## src/rtl/msivc_pkg.sv

```systemverilog
package msivc_pkg;

    // Register port geometry
    localparam int REG_AW      = 12;
    localparam int REG_DW      = 32;
    localparam int VEC_PER_GRP = 32;

    // Offsets software depends on
    localparam int TGT_LO_OFF  = 'h820;
    localparam int TGT_HI_OFF  = 'h824;
    localparam int GRP_BASE    = 'h828;
    localparam int GRP_STRIDE  = 12;
    localparam int EN_REL      = 0;
    localparam int MASK_REL    = 4;
    localparam int STAT_REL    = 8;

    typedef struct packed {
        logic [REG_DW-1:0] lo;
        logic [REG_DW-1:0] hi;
    } target_t;

    typedef struct packed {
        logic [VEC_PER_GRP-1:0] en;
        logic [VEC_PER_GRP-1:0] mask;
        logic [VEC_PER_GRP-1:0] status;
    } grp_state_t;

    function automatic logic [REG_AW-1:0] grp_off(input int g, input int rel);
        return REG_AW'(GRP_BASE + g * GRP_STRIDE + rel);
    endfunction

endpackage

```

## src/rtl/msivc_msg_decode.sv

```systemverilog
module msivc_msg_decode
    import msivc_pkg::*;
#(
    parameter int NUM_GROUPS = 8,
    localparam int NUM_VEC   = NUM_GROUPS * VEC_PER_GRP,
    localparam int VEC_W     = $clog2(NUM_VEC)
) (
    input  logic               msg_wr,
    input  logic [63:0]        msg_addr,
    input  logic [31:0]        msg_data,
    input  logic [63:0]        target,
    output logic [NUM_VEC-1:0] hit_vec
);

    logic addr_match;
    logic data_in_range;

    always_comb begin
        addr_match    = (msg_addr == target);
        data_in_range = (msg_data[31:VEC_W] == '0);
        hit_vec       = '0;
        if (msg_wr && addr_match && data_in_range) begin
            hit_vec = NUM_VEC'(1) << msg_data[VEC_W-1:0];
        end
    end

endmodule

```

## src/rtl/msivc_group.sv

```systemverilog
module msivc_group
    import msivc_pkg::*;
#(
    parameter int GIDX = 0
) (
    input  logic                   clk,
    input  logic                   rst_n,
    input  logic                   reg_wr,
    input  logic [REG_AW-1:0]      reg_addr,
    input  logic [REG_DW-1:0]      reg_wdata,
    input  logic [VEC_PER_GRP-1:0] set_vec,
    output logic [VEC_PER_GRP-1:0] en_o,
    output logic [VEC_PER_GRP-1:0] mask_o,
    output logic [VEC_PER_GRP-1:0] status_o,
    output logic [REG_DW-1:0]      rd_data,
    output logic                   pend_o
);

    localparam logic [REG_AW-1:0] EN_A   = grp_off(GIDX, EN_REL);
    localparam logic [REG_AW-1:0] MASK_A = grp_off(GIDX, MASK_REL);
    localparam logic [REG_AW-1:0] STAT_A = grp_off(GIDX, STAT_REL);

    grp_state_t st_d, st_q;
    logic [VEC_PER_GRP-1:0] clr_vec;

    always_comb begin
        st_d    = st_q;
        clr_vec = '0;
        if (reg_wr && reg_addr == EN_A)   st_d.en   = reg_wdata;
        if (reg_wr && reg_addr == MASK_A) st_d.mask = reg_wdata;
        if (reg_wr && reg_addr == STAT_A) clr_vec   = reg_wdata;
        // clear first, then a same-cycle enabled set wins
        st_d.status = (st_q.status & ~clr_vec) | (set_vec & st_q.en);
    end

    always_ff @(posedge clk or negedge rst_n) begin
        if (!rst_n) st_q <= '0;
        else        st_q <= st_d;
    end

    always_comb begin
        unique case (reg_addr)
            EN_A:    rd_data = st_q.en;
            MASK_A:  rd_data = st_q.mask;
            STAT_A:  rd_data = st_q.status;
            default: rd_data = '0;
        endcase
    end

    assign en_o     = st_q.en;
    assign mask_o   = st_q.mask;
    assign status_o = st_q.status;
    assign pend_o   = |(st_q.status & ~st_q.mask);

endmodule

```

## src/rtl/msi_vector_capture.sv

```systemverilog
module msi_vector_capture
    import msivc_pkg::*;
#(
    parameter int NUM_GROUPS = 8
) (
    input  logic              clk,
    input  logic              rst_n,
    input  logic              msg_wr,
    input  logic [63:0]       msg_addr,
    input  logic [31:0]       msg_data,
    input  logic              reg_wr,
    input  logic [REG_AW-1:0] reg_addr,
    input  logic [REG_DW-1:0] reg_wdata,
    output logic [REG_DW-1:0] reg_rdata,
    output logic              irq_out
);

    localparam int NUM_VEC = NUM_GROUPS * VEC_PER_GRP;

    target_t tgt_d, tgt_q;
    logic [63:0]         target_addr;
    logic [NUM_VEC-1:0]  hit_vec;
    logic [NUM_VEC-1:0]  enable_all;
    logic [NUM_VEC-1:0]  mask_all;
    logic [NUM_VEC-1:0]  status_all;
    logic [NUM_GROUPS-1:0] grp_pend;
    logic [REG_DW-1:0]   grp_rd [NUM_GROUPS];

    // Target address registers
    always_comb begin
        tgt_d = tgt_q;
        if (reg_wr && reg_addr == REG_AW'(TGT_LO_OFF)) tgt_d.lo = reg_wdata;
        if (reg_wr && reg_addr == REG_AW'(TGT_HI_OFF)) tgt_d.hi = reg_wdata;
    end

    always_ff @(posedge clk or negedge rst_n) begin
        if (!rst_n) tgt_q <= '0;
        else        tgt_q <= tgt_d;
    end

    assign target_addr = {tgt_q.hi, tgt_q.lo};

    msivc_msg_decode #(.NUM_GROUPS(NUM_GROUPS)) i_decode (
        .msg_wr   (msg_wr),
        .msg_addr (msg_addr),
        .msg_data (msg_data),
        .target   (target_addr),
        .hit_vec  (hit_vec)
    );

    for (genvar g = 0; g < NUM_GROUPS; g++) begin : g_grp
        msivc_group #(.GIDX(g)) i_group (
            .clk      (clk),
            .rst_n    (rst_n),
            .reg_wr   (reg_wr),
            .reg_addr (reg_addr),
            .reg_wdata(reg_wdata),
            .set_vec  (hit_vec[g*VEC_PER_GRP +: VEC_PER_GRP]),
            .en_o     (enable_all[g*VEC_PER_GRP +: VEC_PER_GRP]),
            .mask_o   (mask_all[g*VEC_PER_GRP +: VEC_PER_GRP]),
            .status_o (status_all[g*VEC_PER_GRP +: VEC_PER_GRP]),
            .rd_data  (grp_rd[g]),
            .pend_o   (grp_pend[g])
        );
    end

    // Read mux: at most one source decodes a given offset
    always_comb begin
        reg_rdata = '0;
        if (reg_addr == REG_AW'(TGT_LO_OFF)) reg_rdata = tgt_q.lo;
        if (reg_addr == REG_AW'(TGT_HI_OFF)) reg_rdata = tgt_q.hi;
        for (int g = 0; g < NUM_GROUPS; g++) begin
            reg_rdata = reg_rdata | grp_rd[g];
        end
    end

    assign irq_out = |grp_pend;

endmodule

```

## config.mk

```make
export PLATFORM = sky130hd
export DESIGN_NAME = msi_vector_capture
export DESIGN_NICKNAME = d
export VERILOG_FILES = /design/src/rtl/msivc_pkg.sv /design/src/rtl/msivc_msg_decode.sv /design/src/rtl/msivc_group.sv /design/src/rtl/msi_vector_capture.sv
export SDC_FILE = /design/constraint.sdc
export NUM_CORES = 2
export LEC_CHECK = 0
export ABC_AREA = 0
export BUFFER_PORTS_ARGS = -buffer_cell sky130_fd_sc_hd__clkbuf_2
export CORE_MARGIN = 2
export CORE_UTILIZATION = 55
export CTS_CLUSTER_SIZE = 24
export DETAILED_ROUTE_END_ITERATION = 10
export GPL_TIMING_DRIVEN = 0
export PLACE_DENSITY = 0.72
export SLEW_MARGIN = 15
export SYNTH_ARGS = -nofsm -noshare
export SYNTH_HDL_FRONTEND = slang
export SYNTH_HIERARCHICAL = 1
export SYNTH_SLANG_ARGS = --single-unit
```

## constraint.sdc

```tcl
create_clock -name clk -period 6.35 [get_ports clk]
set_input_delay 0.9525 -clock clk [delete_from_list [all_inputs] [get_ports clk]]
set_output_delay 0.9525 -clock clk [all_outputs]
set_load 0.02 [all_outputs]
```

Word level (Yosys, flattened, before mapping)
Cells that the tools add are included.

word-level totals
  flip-flop bits (word level) = 832
  output and inout port bits = 33
  bits of input ports = 144

operators by class
  bitwise logic cells = 56
  reduce and logical (&&, ||, !) cells = 30
  multiplexer cells = 19
  shift-type cells = 1
  equality and inequality tests = 27

operators with widths
  operator               number
  $and 32x32->32         24
  $pmux 32 s3            8
  $not 32->32            16
  $or 32x32->32          16
  $mux 32                10
  $eq 12x12->1 const B   26
  $mux 256               1
  $reduce_or 256->1      1
  $shl 1x8->256 const A  1
  $eq 64x64->1           1
  $logic_and 1x1->1      28
  $logic_not 24->1       1

Logic depth before layout (Yosys ltp)
  depth in word-level cells = 11
  depth in mapped cells = 9
  gate-level depth less buffers = 6

Modules after synthesis
The synthesis kept the hierarchy.

by module, submodules not included
  module                               sequential area each (um^2)  cells each  instances  area an instance (um^2)
  msivc_group at g_grp[1].i_group ...  2402.3                       404         2          4738.3
  msivc_msg_decode                     0.0                          874         1          5024.8
  msivc_group at g_grp[3].i_group      2402.3                       410         1          4767.1
  msivc_group at g_grp[4].i_group      2402.3                       377         1          4753.3
  msivc_group at g_grp[0].i_group      2402.3                       377         1          4725.8
  msivc_group at g_grp[6].i_group      2402.3                       375         1          4635.7
  msivc_group at g_grp[7].i_group      2402.3                       374         1          4593.2
  msivc_group at g_grp[2].i_group      2402.3                       374         1          4546.9
  msi_vector_capture                   1601.5                       281         1          3609.7

Least setup slack after synthesis
Ideal clock, no wire load.

  path type = input -> output
  start point = in reg_addr[2]
  end point = out reg_rdata[30]
  required time = 5.398 ns
  stages on the path = 6
  buffers on the path = 2
  path slack = 2.885 ns
  data arrival time = 2.513 ns
  cells stage by stage = clkbuf_1 clkbuf_1 mux2i_1 o32ai_1 nor4_1 o211ai_1

RTL lines
  what         line                      RTL
  from (decl)  msi_vector_capture.sv:12  input logic [REG_AW-1:0] reg_addr,
  to (decl)    msi_vector_capture.sv:14  output logic [REG_DW-1:0] reg_rdata,

==> impl_metrics.yaml <==
place:
  io_buffers: 176
  dp_hpwl_um: 145000
  gp_congestion: 1.07
yosys:
  ys_top_cells_by_area: "dfrtp_1, mux2_2, mux2_4"
  postSynth.asyncResetShare_pct: 100
  ys.flop_type: "dfrtp_1"
  synth_cell_type_count: 63
  synth_nets: 4394
  yosysSeqAreaShare_pct: 45.1
  syn_area_mm2: 0.0461
  synth_area_leader_cell: "dfrtp_1"
  yosysWarnings: 6
  synth_top_area_share_pct: 45.1
  synth-seq-cells: 832
  syn_avg_cell_area_um2: 10.9
  syn_inst: 4250
  synth_edf_count: 0
detailed_routing:
  wl_per_cell_um: 35.4
  via_count: 40700
  dr.pass1.iters: 7
  detail_route.vias_per_cell: 7.15
  drc: 0
  drt_iter0_markers: 6783
  wirelength_um: 202000
  drtAntennaViolNets: 0
finish:
  final_common_cell: "dfrtp_1"
  nets: 4680
  drive_gt1_share_pct: 23.2
  fin_util_pct: 62.4
  areaGrowthSynthToFinish_pct: 12.7
  final_cell_mix: "dfrtp_1, nor4_1, mux2_2"
clocking:
  clkLatencyLatePin_ns: 0.69
  postCtsHoldBufs: 0
  clk_pin_slew_worst_paths_ns: 0.06
  cts_resized: 0
  cts_inserted_buffers: 91
  cts_tree: "done"
  clk_path_buf_depth: 3
  cts.sinks: 832
  clockRootBuffer: "clkbuf_16"
  post-cts-setup-buffer-count: 0
  cts.htree.levels: 3
timing:
  max_slew_margin_pct: 1.53
  setup_tns_ns: 0
  rsz0062_at_grt: "no"
  tightest_slew_ns: 1.47
  period_minus_slack_ns: 6.08
  maxSlewViolCount: 0
  hold_viol: 0
  hold_ws_ns: 0.223
  fin_skew_ns: 0.0269
  finalCritPeriodShare_pct: 95.7
  fmax_mhz: 164
  finalSetupViolCount: 0
worst_setup_path:
  cp-end-kind: "primary output"
  required_ns: 5.40
  rrSetupSlack_ns: 1.76
  path_class: "in2out"
  crit_arrival_ns: 5.13
  worst-path-max-fanout: 16
  startpoint_type: "input pin"
  r2r_cells: 8
global_route:
  grt_pass1_vias: 38000
  grt_remaining_overflow: 0
  antenna_found_initial: 20
  grt_max_degree: 100
  grt_pass1_wl_um: 281000
  grt_usage_pct: 46.3
pwr:
  leakage_nw: 22.8
  powerDensity_mw_per_mm2: 224
  ir_drop_mv: 0.245
die:
  initial_core_util_pct: 55.4
  die_h_um: 294
  io_pins: 177
  coreArea_mm2: 0.0833
  die_x_um: 294
  num_rows: 106
  die_area_mm2: 0.0862
worst_hold_path:
  hp-class: "in2async"
job:
  cap_violations: 0
outcome:
  status: "finished clean"
==> final timing paths <==
path,from,end
max,reg_addr[2],reg_rdata[6]
min,rst_n,g_grp[3].i_group/mask_o[7]
max reg2reg,target_addr[54],g_grp[1].i_group/status_o[0]
min reg2reg,g_grp[0].i_group/status_o[31],g_grp[0].i_group/status_o[31]
max in group asynchronous,rst_n,target_addr[43]
min in group clk,g_grp[0].i_group/status_o[31],g_grp[0].i_group/status_o[31]
==> final cells by class <==
cell class                      instances  area (um^2)
Fill cell                            6847        31300
Multi-Input combinational cell       2798        22700
Sequential cell                       832        20800
Clock buffer                          124         2600
Buffer                                338         1740
Tap cell                             1080         1350
Timing Repair Buffer                  193         1210
Inverter                              282         1060
Clock inverter                         40          499
Antenna cell                           12         30.0
==> cells by family (layout without fill, tap and decap cells) <==
| logic type | Yosys count | count (layout) | synth area share, % |
|---|---|---|---|
| AND/OR/NAND/NOR | 1169 | 1169 | 14.5 |
| flip-flops | 832 | 832 | 45.1 |
| multiplexers | 800 | 800 | 20.4 |
| AO/OA/AOI/OAI | 785 | 785 | 13.0 |
| buffers and inverters | 620 | 977 | 6.06 |
| XOR/XNOR | 44 | 44 | 0.835 |
| other | 0 | 12 | 0 |
==> worst max-delay path, cell delays in order <==
cell	delay (ns)
clkbuf_2	0.63
clkbuf_1	0.38
nand4bb_1	0.18
clkbuf_1	0.32
clkbuf_1	0.48
o32ai_1	0.33
nor4_1	1.19
o211ai_1	0.38
clkbuf_2	0.27
==> where the power goes <==
group	leakage [nW]	switching (W)	internal (W)
logic	9.96	0.000533	0.000162
clock network	1.54	0.00233	0.00328
registers	11.3	0.0000162	0.00532
total	22.8	0.00287	0.00876
==> sequential cells by signal, indices dropped and copies added, names as in the netlist <==
register	count
g_grp.i_group/en_o	256
target_addr	64
g_grp.i_group/mask_o	256
g_grp.i_group/status_o	256
==> metrics by stage <==
step	area (um^2)	instances	setup WS, ns	power, W
floorplan	46100	4250	2.88	0.00563
global placement	48400	5506	-16.03	0.00608
detailed placement	48800	5521	0.426	0.00610
CTS	51900	5685	0.417	0.0116
global route	52000	5688	0.313	0.0119
finish	52000	5699	0.270	0.0116
==> synth_stat cells, types with 35 or more instances <==
cell       number
a22oi_1        99
a22o_1        192
inv_1         281
o22ai_1       134
mux2_4        174
o2bb2ai_1      96
xnor2_1        39
o21ai_0        64
nand3_1       266
buf_2          87
dfrtp_1       832
mux2i_1       192
clkbuf_1      160
mux2_1        141
mux2_2        293
nor2_1        137
buf_1          35
o32ai_1        64
buf_6          40
nor4_2         43
nand2_1       275
nor4_1        321
==> routing by layer <==
layer | vias up | wire length (um) | share of wire, % | global-route usage [%]
li1 | 16500 | - | - | -
met1 | 20500 | 75300 | 37 | 60.8
met2 | 3001 | 80400 | 40 | 62.3
met3 | 703 | 29600 | 15 | 19.1
met4 | 20 | 16300 | 8.1 | 30.3
met5 | - | 218 | 0.11 | 0.510
(Power assumes the default switching activity.)
